`config.mk`:
```
export PLATFORM = sky130hd
export DESIGN_NAME = irq_nest_ctrl
export DESIGN_NICKNAME = d
export VERILOG_FILES = /design/src/rtl/irq_nest_pkg.sv /design/src/rtl/irq_src_map.sv /design/src/rtl/irq_pick.sv /design/src/rtl/irq_level_stack.sv /design/src/rtl/irq_nest_ctrl.sv
export SDC_FILE = /design/constraint.sdc
export NUM_CORES = 1
export LEC_CHECK = 0
export BUFFER_PORTS_ARGS = -buffer_cell sky130_fd_sc_hd__buf_2
export CORE_MARGIN = 3
export CORE_UTILIZATION = 56
export CTS_CLUSTER_SIZE = 24
export DETAILED_ROUTE_END_ITERATION = 6
export HOLD_SLACK_MARGIN = 0.08
export PLACE_DENSITY = 0.85
export SLEW_MARGIN = 20
export SYNTH_ARGS = -nofsm -noshare
export SYNTH_HDL_FRONTEND = slang
export SYNTH_HIERARCHICAL = 1
export SYNTH_SLANG_ARGS = --single-unit
```
`constraint.sdc`:
```
create_clock -name clk -period 19.1 [get_ports clk]
set_input_delay 0.955 -clock clk [delete_from_list [all_inputs] [get_ports clk]]
set_output_delay 0.955 -clock clk [all_outputs]
set_load 0.02 [all_outputs]
```
`src/rtl/irq_nest_pkg.sv`:
```
package irq_nest_pkg;

    localparam int NUM_SRC    = 6;
    localparam int NUM_LVL    = 4;
    localparam int LVL_W      = $clog2(NUM_LVL);
    localparam int SRC_W      = $clog2(NUM_SRC);
    localparam int VEC_W      = 8;
    localparam int VEC_BASE   = 3;
    localparam int VEC_STRIDE = 8;
    localparam int NUM_EXT    = 2;

    typedef logic [LVL_W-1:0]   lvl_t;
    typedef logic [SRC_W-1:0]   src_t;
    typedef logic [NUM_LVL-1:0] lvl_mask_t;
    typedef logic [VEC_W-1:0]   vec_t;

    typedef struct packed {
        logic valid;
        lvl_t lvl;
        src_t src;
    } pick_t;

    // Source slots: external k sits at 2k, timer k at 2k+1.
    function automatic src_t ext_src(int k);
        return src_t'(2 * k);
    endfunction

    function automatic src_t tmr_src(int k);
        return src_t'(2 * k + 1);
    endfunction

    function automatic vec_t vec_of(src_t s);
        return vec_t'(VEC_BASE + VEC_STRIDE * int'(s));
    endfunction

    function automatic lvl_t top_of(lvl_mask_t m);
        lvl_t t = '0;
        for (int i = 0; i < NUM_LVL; i++) begin
            if (m[i]) t = lvl_t'(i);
        end
        return t;
    endfunction

endpackage

```
`src/rtl/irq_src_map.sv`:
```
module irq_src_map
    import irq_nest_pkg::*;
(
    input  logic [NUM_SRC-1:0]            raw_i,
    input  logic [NUM_SRC-1:0]            en_i,
    input  logic                          glob_i,
    input  logic [NUM_SRC-1:0]            hi_i,
    input  logic [NUM_SRC-1:0]            lo_i,
    input  logic                          busy_i,
    input  lvl_t                          top_i,
    output logic [NUM_SRC-1:0]            elig_o,
    output logic [NUM_SRC-1:0][LVL_W-1:0] lvl_o
);

    for (genvar g = 0; g < NUM_SRC; g++) begin : g_src
        lvl_t lvl;
        assign lvl       = {hi_i[g], lo_i[g]};
        assign lvl_o[g]  = lvl;
        assign elig_o[g] = raw_i[g] & en_i[g] & glob_i & (!busy_i || (lvl > top_i));
    end

endmodule

```
`src/rtl/irq_pick.sv`:
```
module irq_pick
    import irq_nest_pkg::*;
(
    input  logic [NUM_SRC-1:0]            elig_i,
    input  logic [NUM_SRC-1:0][LVL_W-1:0] lvl_i,
    output pick_t                         pick_o
);

    // Scan from the last slot down; ">=" lets a lower index take a tie.
    always_comb begin
        pick_o = '0;
        for (int i = NUM_SRC - 1; i >= 0; i--) begin
            if (elig_i[i] && (!pick_o.valid || lvl_t'(lvl_i[i]) >= pick_o.lvl)) begin
                pick_o.valid = 1'b1;
                pick_o.lvl   = lvl_t'(lvl_i[i]);
                pick_o.src   = src_t'(i);
            end
        end
    end

endmodule

```
`src/rtl/irq_level_stack.sv`:
```
module irq_level_stack
    import irq_nest_pkg::*;
(
    input  logic clk,
    input  logic rst,
    input  logic push_i,
    input  lvl_t push_lvl_i,
    input  logic pop_i,
    output logic busy_o,
    output lvl_t top_o
);

    lvl_mask_t mask_q;
    lvl_mask_t mask_d;

    assign busy_o = |mask_q;
    assign top_o  = top_of(mask_q);

    always_comb begin
        mask_d = mask_q;
        if (pop_i && busy_o) mask_d[top_o] = 1'b0;
        if (push_i)          mask_d[push_lvl_i] = 1'b1;
    end

    always_ff @(posedge clk) begin
        if (rst) mask_q <= '0;
        else     mask_q <= mask_d;
    end

endmodule

```
`src/rtl/irq_nest_ctrl.sv`:
```
module irq_nest_ctrl
    import irq_nest_pkg::*;
(
    input  logic               clk,
    input  logic               rst,
    input  logic [NUM_EXT-1:0] ext_flag_i,
    input  logic [NUM_EXT-1:0] ext_edge_i,
    input  logic [NUM_EXT-1:0] tmr_flag_i,
    input  logic               ser_rx_i,
    input  logic               ser_tx_i,
    input  logic               tmr2_ovf_i,
    input  logic               tmr2_ext_i,
    input  logic [NUM_SRC-1:0] src_en_i,
    input  logic               glob_en_i,
    input  logic [NUM_SRC-1:0] prio_hi_i,
    input  logic [NUM_SRC-1:0] prio_lo_i,
    input  logic               ack_i,
    input  logic               reti_i,
    output logic               irq_o,
    output logic [VEC_W-1:0]   vector_o,
    output logic [NUM_EXT-1:0] ext_clr_o,
    output logic [NUM_EXT-1:0] tmr_clr_o
);

    logic [NUM_SRC-1:0]            raw;
    logic [NUM_SRC-1:0]            elig;
    logic [NUM_SRC-1:0][LVL_W-1:0] lvl;
    logic                          busy;
    lvl_t                          top;
    pick_t                         pick;
    pick_t                         held_q;
    logic                          irq_q;
    vec_t                          vec_q;
    logic                          take;
    logic [NUM_EXT-1:0]            ext_clr_d, ext_clr_q;
    logic [NUM_EXT-1:0]            tmr_clr_d, tmr_clr_q;

    assign raw = {tmr2_ovf_i | tmr2_ext_i,
                  ser_rx_i | ser_tx_i,
                  tmr_flag_i[1], ext_flag_i[1],
                  tmr_flag_i[0], ext_flag_i[0]};

    assign take = ack_i & irq_q;

    irq_src_map u_map (
        .raw_i  (raw),
        .en_i   (src_en_i),
        .glob_i (glob_en_i),
        .hi_i   (prio_hi_i),
        .lo_i   (prio_lo_i),
        .busy_i (busy),
        .top_i  (top),
        .elig_o (elig),
        .lvl_o  (lvl)
    );

    irq_pick u_pick (
        .elig_i (elig),
        .lvl_i  (lvl),
        .pick_o (pick)
    );

    irq_level_stack u_stack (
        .clk        (clk),
        .rst        (rst),
        .push_i     (take),
        .push_lvl_i (held_q.lvl),
        .pop_i      (reti_i),
        .busy_o     (busy),
        .top_o      (top)
    );

    for (genvar k = 0; k < NUM_EXT; k++) begin : g_clr
        assign ext_clr_d[k] = take && (held_q.src == ext_src(k)) && ext_edge_i[k];
        assign tmr_clr_d[k] = take && (held_q.src == tmr_src(k));
    end

    always_ff @(posedge clk) begin
        if (rst) begin
            irq_q     <= 1'b0;
            vec_q     <= '0;
            held_q    <= '0;
            ext_clr_q <= '0;
            tmr_clr_q <= '0;
        end else begin
            irq_q     <= pick.valid && !take;
            vec_q     <= (pick.valid && !take) ? vec_of(pick.src) : '0;
            held_q    <= pick;
            ext_clr_q <= ext_clr_d;
            tmr_clr_q <= tmr_clr_d;
        end
    end

    assign irq_o     = irq_q;
    assign vector_o  = vec_q;
    assign ext_clr_o = ext_clr_q;
    assign tmr_clr_o = tmr_clr_q;

endmodule

```
==> results by group <==
Worst setup path
  – Worst Path Max Fanout: 8
  – RR Startpoint: u_stack/mask_q[2]$_SDFF_PP0_
  – Reg2Reg Depth: 34
  – Critical Setup Path Class: primary input to register
  – Critical Path RT: 19,290 ps
  – R2R Path End: vector_o[5]$_SDFF_PP0_
  – CP endpoint kind: register
  – Crit-path most repeated cell: ha_1
  – Worst reg-to-reg setup slack: 11,020 ps
  – Slowest stage delay, CP: 480 ps
  – Crit start category: primary input
  – Slowest cell on crit path: o31ai_2
  – Crit path DAT: 8300 ps

Die
  – Core area: 2590 sq um
  – Die Wd: 59.52 um
  – # IOs: 46
  – DIE AREA: 3543 sq um
  – Vert. Die Dim: 59.52 um
  – Row count: 18
  – Initial Utilization: 61.93%

STA
  – Final worst slack: 11,000 ps
  – FMAX: 123.4 MHz
  – Setup-failing EPs final: 0
  – Worst slew pin tran: 558.7 ps
  – Fin. Hold Viols: 0
  – RSZ-0062 raised after global routing: no
  – Rel. slew slack: 62.53%
  – Slew Viols, Final: 0
  – Fin crit share: 42.42%
  – Post-route setup TNS: 0 ps
  – Worst Clk Skew: 6.449 ps
  – Worst hold slack: 474.8 ps
  – Minimum clock period: 8102 ps

Power
  – P_leak: 0.8773 nW
  – VDD IR max: 0.04976 mV
  – PwrDens: 51.24 nW/um^2

Place
  – Placed Cells: 253
  – GPL Wtd Cong: 0.9595
  – Final HPWL DP: 2475 um
  – PortBufs: 42
  – DP Worst Slack: 10,870 ps

Final layout
  – Fin util: 67.83%
  – Net count, final: 283
  – Area Growth Syn to Fin: 9.516%
  – Commonest non-fill, non-tap cell in the layout: buf_2
  – Layout fillers: 227
  – Share of layout cells above drive strength 1: 24.34%
  – Inserted Diodes: 0
  – Post-Layout Cell Count: 256
  – Most frequent cells in the layout: 42 x buf_2, 22 x ha_1, 20 x inv_1, 18 x dfxtp_1

Logic synthesis
  – #FFs+latches synth: 18
  – Mapped Cells: 196
  – Ranking of synthesized cells by area: dfxtp_1 22%, ha_1 17%, buf_4 7.5%, inv_1 4.7%, nor2b_1 3.1%
  – YS warnings: 6
  – Post-synth top area share: 22.46%
  – Mean Syn Cell Area: 8.184 sq um
  – Synth area leader: dfxtp_1
  – Synth Cell Area: 1604 sq um
  – Register area share after synthesis: 22.46%
  – Post-synthesis cell type count: 46

CTS
  – Clk slew on worst S/H paths: 80 ps
  – Post-CTS sizing: 0
  – Clock Path Buffers: 2
  – Hold buffer count at cts: 0
  – Post-CTS setup buffers: 0
  – TritonCTS Buffers: 3
  – CTS Root Cell: clkbuf_4
  – Clk_lat worst skew: 280 ps
  – H-tree depth: 1
  – # clock sinks: 18
  – TritonCTS clock tree: yes

Min path
  – Min-delay src: held_q[1]$_SDFF_PP0_
  – Worst hold path class: register to register
  – Hold endpoint: tmr_clr_o[1]$_SDFF_PP0_
  – Hold path depth: 2

Outcome
  – Status: finished, final reports clean

GRT
  – Initial antenna violation count: 0
  – First-pass GRT wire length: 5009 um
  – Global Route Usage Sum: 17.99%
  – GR Overflow Total: 0
  – Vias in the first global route: 1,225
  – Largest net degree at the start of global routing: 12

Detailed routing
  – DR vias/cell: 5.344
  – First drt pass iteration count: 4
  – DRC viols: 0
  – Post-route antenna net violation count: 0
  – Detailed router's first-iteration violation count: 28
  – WL/cell: 11.55 um
  – Total wire length: 2956 um
  – Via count: 1,368

Run
  – Max-cap viol count: 0
-- power breakdown --
part | total [mW] | switching [mW] | leakage, nW | internal (mW)
logic | 0.0318 | 0.0172 | 0.717 | 0.0146
clock network | 0.0174 | 0.0101 | 0.0138 | 0.00731
registers | 0.0408 | 0.00129 | 0.147 | 0.0395
-- metal layers --
metal	global-route usage (%)	wire length [um]	up-vias
met1	24.84	1443	584
met2	28.86	1274	55
met4	6.962	27	0
met3	1.525	210	2
li1	-	-	727
met5	0	0	-
-- flip-flops by register name (all words and copies together) (netlist names) --
register	flops
vector_o	4
irq_o	1
held_q	5
tmr_clr_o	2
ext_clr_o	2
u_stack/mask_q	4
-- Yosys cell counts (all sizes together) --
cell type / count
o21a: 1
o31ai: 2
mux2i: 2
buf: 17
o22ai: 1
o221ai: 1
a31oi: 1
a221oi: 1
nor3b: 4
a211oi: 2
and2b: 5
nand2: 12
a32oi: 1
ha: 22
o32a: 1
conb: 1
o32ai: 1
a211o: 1
nor4: 1
dfxtp: 18
a21oi: 9
a21o: 3
or2: 3
mux2: 1
nand2b: 5
nand4bb: 1
nor4b: 1
o2bb2ai: 1
nand3: 6
nor2: 12
or3: 4
or4: 1
a21boi: 2
nor3: 5
o21ai: 12
nand3b: 2
or3b: 1
a2bb2oi: 1
and2: 3
nor2b: 8
inv: 20
-- logic make-up after synthesis --
| kind of cell | count (synthesis) | synth area share, % |
|---|---|---|
| adder cells (fa/ha/maj) | 22 | 17.16 |
| buffers and inverters | 37 | 12.48 |
| AND/OR/NAND/NOR | 74 | 27.38 |
| other | 1 | 0.2338 |
| AO/OA/AOI/OAI | 41 | 18.33 |
| flip-flops | 18 | 22.47 |
| multiplexers | 3 | 1.950 |
-- worst max-delay path by stage --
stage	startpoint	to	slack (ps)	depth (start not counted)
finish	prio_hi_i[5]	vector_o[5]$_SDFF_PP0_	11000	33
global route	u_stack/mask_q[3]$_SDFF_PP0_	vector_o[5]$_SDFF_PP0_	10130	34
CTS	prio_hi_i[5]	vector_o[5]$_SDFF_PP0_	11120	33
detailed placement	prio_hi_i[5]	vector_o[5]$_SDFF_PP0_	10870	33
global placement	prio_hi_i[5]	vector_o[3]$_SDFF_PP0_	10900	32
floorplan	prio_hi_i[5]	held_q[3]$_SDFF_PP0_	11730	32
-- critical path, delay by kind of cell --
kind	cells	cell delay, ps
compound gates	11	3120
fa+ha+maj	6	1650
buf+inv	2	210
mux	2	730
simple gates	12	1620
-- cell type report --
class | count | area, sq um | area share [%]
multi-input combinational | 143 | 1051 | 59.83
clock buffer | 3 | 22.52 | 1.282
sequential | 18 | 360.3 | 20.51
inverter | 20 | 75.07 | 4.274
timing repair buffer | 42 | 210.2 | 11.97
tap | 30 | 37.54 | 2.137
-- stage by stage --
stage / total power, mW / area [sq um]
finish: 0.09001 / 1757
global route: 0.09682 / 1757
floorplan: 0.06681 / 1612
CTS: 0.09071 / 1757
detailed placement: 0.07331 / 1734
global placement: 0.07282 / 1734
Power figures use the tool's default switching activity.
